[src/rtl/tg_pkg.sv]
package tg_pkg;

  typedef enum logic [1:0] {
    FILT_EDGE = 2'd0,
    FILT_2    = 2'd1,
    FILT_4    = 2'd2,
    FILT_8    = 2'd3
  } filt_e;

  localparam int RUN_W = 4;

  function automatic logic [RUN_W-1:0] run_need(input filt_e m);
    case (m)
      FILT_2:  run_need = RUN_W'(2);
      FILT_4:  run_need = RUN_W'(4);
      FILT_8:  run_need = RUN_W'(8);
      default: run_need = RUN_W'(1);
    endcase
  endfunction

endpackage

[src/rtl/tg_sync.sv]
module tg_sync #(
  parameter int STAGES = 2
) (
  input  logic clk,
  input  logic rst_n,
  input  logic d,
  output logic q
);
  logic [STAGES-1:0] chain_q;
  logic [STAGES-1:0] chain_d;

  always_comb chain_d = {chain_q[STAGES-2:0], d};

  always_ff @(posedge clk or negedge rst_n) begin
    if (!rst_n) chain_q <= '0;
    else        chain_q <= chain_d;
  end

  assign q = chain_q[STAGES-1];
endmodule

[src/rtl/tg_sample_timer.sv]
module tg_sample_timer #(
  parameter int RATE_BASE = 8,
  localparam int CNT_W = RATE_BASE + 8
) (
  input  logic       clk,
  input  logic       rst_n,
  input  logic [2:0] rate_sel,
  input  logic [1:0] pch_sel,
  output logic       smp,
  output logic       pch_win
);
  localparam logic [CNT_W-1:0] ONE = CNT_W'(1);

  logic [CNT_W-1:0] cnt_q, cnt_d;
  logic [CNT_W-1:0] mask, phase, plen, pch_lo;

  // free-running base counter; each interval is a power-of-two slice of it
  always_comb cnt_d = cnt_q + ONE;

  always_ff @(posedge clk or negedge rst_n) begin
    if (!rst_n) cnt_q <= '0;
    else        cnt_q <= cnt_d;
  end

  always_comb begin
    mask    = (ONE << (CNT_W'(RATE_BASE) + CNT_W'(rate_sel))) - ONE;
    phase   = cnt_q & mask;
    plen    = ONE << pch_sel;
    pch_lo  = mask - plen;
    smp     = (phase == mask);
    pch_win = (phase >= pch_lo) && (phase != mask);
  end
endmodule

[src/rtl/tg_level_filter.sv]
module tg_level_filter
  import tg_pkg::*;
(
  input  logic  clk,
  input  logic  rst_n,
  input  logic  clear,
  input  logic  smp,
  input  logic  lvl_ok,
  input  filt_e mode,
  output logic  hit
);
  logic [RUN_W-1:0] run_q, run_d, need, incr;
  logic             run_en;

  always_comb begin
    need   = run_need(mode);
    incr   = run_q + RUN_W'(1);
    run_en = clear | smp;
    hit    = smp & lvl_ok & ~clear & (incr >= need);
    if (clear)       run_d = '0;
    else if (!lvl_ok) run_d = '0;
    else if (incr >= need) run_d = need;
    else             run_d = incr;
  end

  always_ff @(posedge clk or negedge rst_n) begin
    if (!rst_n)      run_q <= '0;
    else if (run_en) run_q <= run_d;
  end

  assert_miss_restarts_R5: assert property (@(posedge clk) disable iff (!rst_n)
    (smp && !lvl_ok) |=> (run_q == '0));
endmodule

[src/rtl/tg_backup_bank.sv]
module tg_backup_bank #(
  parameter int NUM_BKP = 4,
  parameter int DATA_W  = 32,
  parameter int AW      = 2
) (
  input  logic              clk,
  input  logic              rst_n,
  input  logic              wipe,
  input  logic              wr_en,
  input  logic [AW-1:0]     wr_addr,
  input  logic [DATA_W-1:0] wr_data,
  input  logic [AW-1:0]     rd_addr,
  output logic [DATA_W-1:0] rd_data
);
  logic [DATA_W-1:0] regs_q [NUM_BKP];
  logic              bank_nz;

  for (genvar i = 0; i < NUM_BKP; i++) begin : g_reg
    logic              we;
    logic [DATA_W-1:0] nxt;
    always_comb begin
      we  = wr_en & (wr_addr == AW'(i));
      // erase dominates any write landing in the same cycle
      nxt = wipe ? '0 : wr_data;
    end
    always_ff @(posedge clk or negedge rst_n) begin
      if (!rst_n)          regs_q[i] <= '0;
      else if (wipe | we)  regs_q[i] <= nxt;
    end
  end

  always_comb rd_data = regs_q[rd_addr];

  always_comb begin
    bank_nz = 1'b0;
    for (int k = 0; k < NUM_BKP; k++) bank_nz = bank_nz | (|regs_q[k]);
  end

  assert_wipe_zeroes_R9: assert property (@(posedge clk) disable iff (!rst_n)
    wipe |=> !bank_nz);

  assert_write_lands_R10: assert property (@(posedge clk) disable iff (!rst_n)
    (wr_en && !wipe) |=> (regs_q[$past(wr_addr)] == $past(wr_data)));
endmodule

[src/rtl/tamper_guard.sv]
module tamper_guard
  import tg_pkg::*;
#(
  parameter int RATE_BASE = 8,
  parameter int NUM_BKP   = 4,
  parameter int DATA_W    = 32,
  localparam int AW       = (NUM_BKP > 1) ? $clog2(NUM_BKP) : 1
) (
  input  logic              clk,
  input  logic              rst_n,
  input  logic              det_en,
  input  logic [1:0]        filt_sel,
  input  logic              pol,
  input  logic [2:0]        rate_sel,
  input  logic [1:0]        pch_sel,
  input  logic              pu_off,
  input  logic              pin_in,
  output logic              pu_en,
  input  logic              flag_clr,
  output logic              tamper_flag,
  input  logic              wr_en,
  input  logic [AW-1:0]     wr_addr,
  input  logic [DATA_W-1:0] wr_data,
  input  logic [AW-1:0]     rd_addr,
  output logic [DATA_W-1:0] rd_data
);
  // reset: asserted asynchronously, released after two clock edges
  logic [1:0] rst_pipe_q;
  logic       rst_core_n;

  always_ff @(posedge clk or negedge rst_n) begin
    if (!rst_n) rst_pipe_q <= 2'b00;
    else        rst_pipe_q <= {rst_pipe_q[0], 1'b1};
  end
  assign rst_core_n = rst_pipe_q[1];

  // pin synchronizer and previous-value register for transition detect
  logic pin_s, prev_q, prev_d;

  tg_sync #(.STAGES(2)) u_pin_sync (
    .clk   (clk),
    .rst_n (rst_core_n),
    .d     (pin_in),
    .q     (pin_s)
  );

  always_comb prev_d = pin_s;

  always_ff @(posedge clk or negedge rst_core_n) begin
    if (!rst_core_n) prev_q <= 1'b0;
    else             prev_q <= prev_d;
  end

  // mode decode
  filt_e mode;
  logic  level_mode, lvl_active, lvl_ok;

  always_comb begin
    mode       = filt_e'(filt_sel);
    level_mode = (mode != FILT_EDGE);
    lvl_active = det_en & level_mode;
    lvl_ok     = pin_s ^ pol;
  end

  // sample timing
  logic smp, pch_win;

  tg_sample_timer #(.RATE_BASE(RATE_BASE)) u_timer (
    .clk      (clk),
    .rst_n    (rst_core_n),
    .rate_sel (rate_sel),
    .pch_sel  (pch_sel),
    .smp      (smp),
    .pch_win  (pch_win)
  );

  // consecutive-sample filter
  logic lvl_hit;

  tg_level_filter u_filter (
    .clk    (clk),
    .rst_n  (rst_core_n),
    .clear  (~lvl_active),
    .smp    (smp),
    .lvl_ok (lvl_ok),
    .mode   (mode),
    .hit    (lvl_hit)
  );

  // event combine
  logic edge_hit, tamper_hit;

  always_comb begin
    edge_hit   = det_en & ~level_mode &
                 (pol ? (prev_q & ~pin_s) : (pin_s & ~prev_q));
    tamper_hit = edge_hit | lvl_hit;
    pu_en      = lvl_active & ~pu_off & pch_win;
  end

  // sticky flag: a new event overrides a clear request
  logic flag_q, flag_d, flag_en;

  always_comb begin
    flag_en = tamper_hit | flag_clr;
    flag_d  = tamper_hit;
  end

  always_ff @(posedge clk or negedge rst_core_n) begin
    if (!rst_core_n)  flag_q <= 1'b0;
    else if (flag_en) flag_q <= flag_d;
  end

  assign tamper_flag = flag_q;

  // backup storage
  tg_backup_bank #(.NUM_BKP(NUM_BKP), .DATA_W(DATA_W), .AW(AW)) u_bank (
    .clk     (clk),
    .rst_n   (rst_core_n),
    .wipe    (tamper_hit),
    .wr_en   (wr_en),
    .wr_addr (wr_addr),
    .wr_data (wr_data),
    .rd_addr (rd_addr),
    .rd_data (rd_data)
  );

  assert_hit_sets_flag_R8: assert property (@(posedge clk) disable iff (!rst_core_n)
    tamper_hit |=> tamper_flag);

  assert_flag_sticky_R8: assert property (@(posedge clk) disable iff (!rst_core_n)
    (tamper_flag && !flag_clr) |=> tamper_flag);
endmodule

[config.mk]
export PLATFORM = sky130hd
export DESIGN_NAME = tamper_guard
export DESIGN_NICKNAME = d
export VERILOG_FILES = /design/src/rtl/tg_pkg.sv /design/src/rtl/tg_sync.sv /design/src/rtl/tg_sample_timer.sv /design/src/rtl/tg_level_filter.sv /design/src/rtl/tg_backup_bank.sv /design/src/rtl/tamper_guard.sv
export SDC_FILE = /design/constraint.sdc
export NUM_CORES = 1
export LEC_CHECK = 0
export BUFFER_PORTS_ARGS = -buffer_cell sky130_fd_sc_hd__buf_2
export CAP_MARGIN = 20
export CORE_MARGIN = 1.5
export CORE_UTILIZATION = 38
export DETAILED_ROUTE_END_ITERATION = 8
export PLACE_DENSITY = 0.58
export REMOVE_ABC_BUFFERS = 1
export SLEW_MARGIN = 5
export SYNTH_ARGS = -nofsm -noshare
export SYNTH_HDL_FRONTEND = slang
export SYNTH_SLANG_ARGS = --single-unit
[constraint.sdc]
create_clock -name clk -period 11.2 [get_ports clk]
set_input_delay 1.12 -clock clk [delete_from_list [all_inputs] [get_ports clk]]
set_output_delay 1.12 -clock clk [all_outputs]
set_load 0.03 [all_outputs]
==> impl_metrics.json <==
{
  "outcome": "completed",
  "hold_class": "reg -> async",
  "start_kind": "input port",
  "ant_nets": 0,
  "synth_cell_type_count": 50,
  "slew_violations": 0,
  "fin_nets": 888,
  "synth_top_family_by_area": "simple AND/OR/NAND/NOR gates",
  "synth_fa_ha_area_frac": 0.0237,
  "synth-main-ff-cell": "dfrtp_1",
  "drt-total-wl_um": 19200,
  "synth_compound_area_frac": 0.152,
  "ys_seq_elements": 153,
  "dpl_cell_area_mm2": 0.00838,
  "crit_type": "in -> reg",
  "cts_hold_buf": 0,
  "clkLatencyLatePin_ps": 430,
  "gr-total-overflow": 0,
  "syn_area_per_cell_um2": 10.4,
  "synth-simple-area-share": 0.171,
  "r2r_setup_slack_ps": 6900,
  "crit_arrival_ps": 4760,
  "core-area_mm2": 0.0204,
  "numCtsBuffers": 17,
  "die_x_um": 147,
  "io_pins": 85,
  "drive_gt1_frac": 0.321,
  "synth_warnings": 0,
  "cp_max_fo": 60,
  "grt_first_pass_wirelength_um": 31400,
  "initial_core_util": 0.389,
  "ys_seq_area_frac": 0.484,
  "setup_viol": 0,
  "via_per_inst": 5.08,
  "clk_pin_slew_ps": 70,
  "hpwl_um": 11100,
  "wire_per_inst_um": 17.3,
  "skew_ps": 13.0,
  "post-route-period-util": 0.400,
  "period_needed_ps": 4480,
  "drc_errors": 0,
  "cts_max_path_buffers": 2,
  "cts_sinks": 153,
  "grt_use_total": 0.188,
  "root_buffer": "clkbuf_16",
  "synth_edf_count": 0,
  "final-hold-violation-count": 0,
  "ir_worst_vdd_mv": 0.103,
  "rr_startpoint": "u_filter.run_q[0]",
  "num_rows": 52,
  "drt_first_pass_iters": 4,
  "die_h_um": 147,
  "grt_pass1_vias": 5846,
  "power.density_mw_per_mm2": 170,
  "worst_pin_slew_ps": 990,
  "max_freq_ghz": 0.223,
  "synth_xor_xnor_area_share": 0.0166,
  "syn_inst": 758,
  "drtIter0Drc": 401,
  "leakagePower_nw": 4.00,
  "startpoint": "filt_sel[1]",
  "cp.required_ps": 11480,
  "async_flop_share": 1.00,
  "antenna_found_initial": 1,
  "vias": 5614,
  "grt_max_degree": 67,
  "rsz0062_at_grt": "no",
  "stdcell_area_mm2": 0.00896,
  "syn_area_mm2": 0.00792,
  "cts_resized": 0,
  "critPathCaptureType": "flip-flop",
  "die_area_mm2": 0.0217,
  "port_buffers": 84,
  "maxCapViolCount": 0,
  "cts_tree": "built",
  "h-tree-depth": 4,
  "syn_to_final_growth_pct": 13.2,
  "post-cts-setup-buffers": 0,
  "maxSlewHeadroom": 0.340,
  "gp_congestion": 0.799,
  "synth_mux_area_frac": 0.0974,
  "tns_ps": 0
}
metal layers:
layer  GRT usage  vias to the layer above  part of all wire
met5           0                        -                 0
met4      0.0460                        0            0.0094
met2       0.296                      122              0.47
met1       0.256                     2780              0.46
met3      0.0534                       19             0.061
li1            -                     2693                 -
cells in the mapped netlist, types with 5 or more instances:
library cell / instances / area, µm²
buf_2: 5 / 25.0
mux4_2: 32 / 721
nor2_1: 10 / 37.5
inv_1: 11 / 41.3
nand2b_1: 8 / 50.1
nand2_1: 264 / 991
buf_12: 11 / 220
xor2_1: 5 / 43.8
mux2i_1: 5 / 50.1
xnor2_1: 10 / 87.6
a21o_1: 5 / 37.5
dfrtp_1: 153 / 3830
nand3_1: 7 / 35.0
and3_1: 6 / 37.5
a21oi_2: 100 / 876
ha_1: 15 / 188
a21oi_1: 31 / 155
clkbuf_1: 31 / 116
final timing paths:
kind                                     end  cells after the start
max                        u_bank.regs_q[22]                      9
min                        u_bank.regs_q[59]                      0
max reg2reg                u_bank.regs_q[22]                      9
min reg2reg                u_bank.regs_q[59]                      0
max in group asynchronous   u_bank.regs_q[9]                      1
min in group clk               rst_pipe_q[1]                      0
state kept, by name, summed over array words and instances, names as in the netlist:
register            count
u_filter.run_q          4
prev_q                  1
tamper_flag             1
u_bank.regs_q         128
u_pin_sync.chain_q      2
u_timer.cnt_q          15
rst_pipe_q              2
layout make-up:
class / instances / area, µm²
Antenna cell: 1 / 2.50
Timing Repair Buffer: 95 / 503
Fill cell: 1927 / 11400
Clock buffer: 19 / 443
Inverter: 11 / 41.3
Sequential cell: 153 / 3830
Multi-Input combinational cell: 544 / 3660
Tap cell: 270 / 338
Clock inverter: 13 / 136
cells in the final DEF (no fill, tap or decap), types with 10 or more instances in the layout:
cell type  count
nand2_1      264
a21oi_2      100
buf_4         11
mux4_2        32
dfrtp_1      152
xnor2_1       10
buf_2         84
inv_1         11
a21oi_1       31
clkbuf_16     17
ha_1          15
report_power, final:
part	leakage [nW]	total, mW	switching [mW]	internal, mW
Sequential	1.95	0.666	0.0393	0.627
Combinational	1.77	0.289	0.168	0.121
Clock	0.279	0.570	0.251	0.318
cell families after synthesis:
group                    count (synthesis)
flip-flops                             153
buffers and inverters                   62
XOR/XNOR                                15
AND/OR/NAND/NOR                        323
other                                    2
multiplexers                            37
AO/OA/AOI/OAI                          151
adder cells (fa/ha/maj)                 15
metrics by stage:
stage | utilization | hold WS, ps | std cells | power, mW | setup slack, ps
2_1_floorplan | - | 331 | 708 | 0.878 | 6620
3_3_place_gp | 0.411 | 308 | 1073 | 0.964 | 6330
3_5_place_dp | 0.411 | 307 | 1073 | 0.968 | 6290
4_1_cts | 0.440 | 312 | 1105 | 1.54 | 6750
5_1_grt | 0.440 | 328 | 1105 | 1.60 | 6520
6_report | 0.440 | 287 | 1106 | 1.53 | 6720
worst max-delay path, cell delays in order:
cell and delay (ps):
buf_2 120, nand2b_1 160, ha_1 290, a2111oi_2 70, nor3_1 760, a31o_4 540, buf_4 790, buf_4 740
a21oi_1 90
Power figures use the tool's default switching activity.
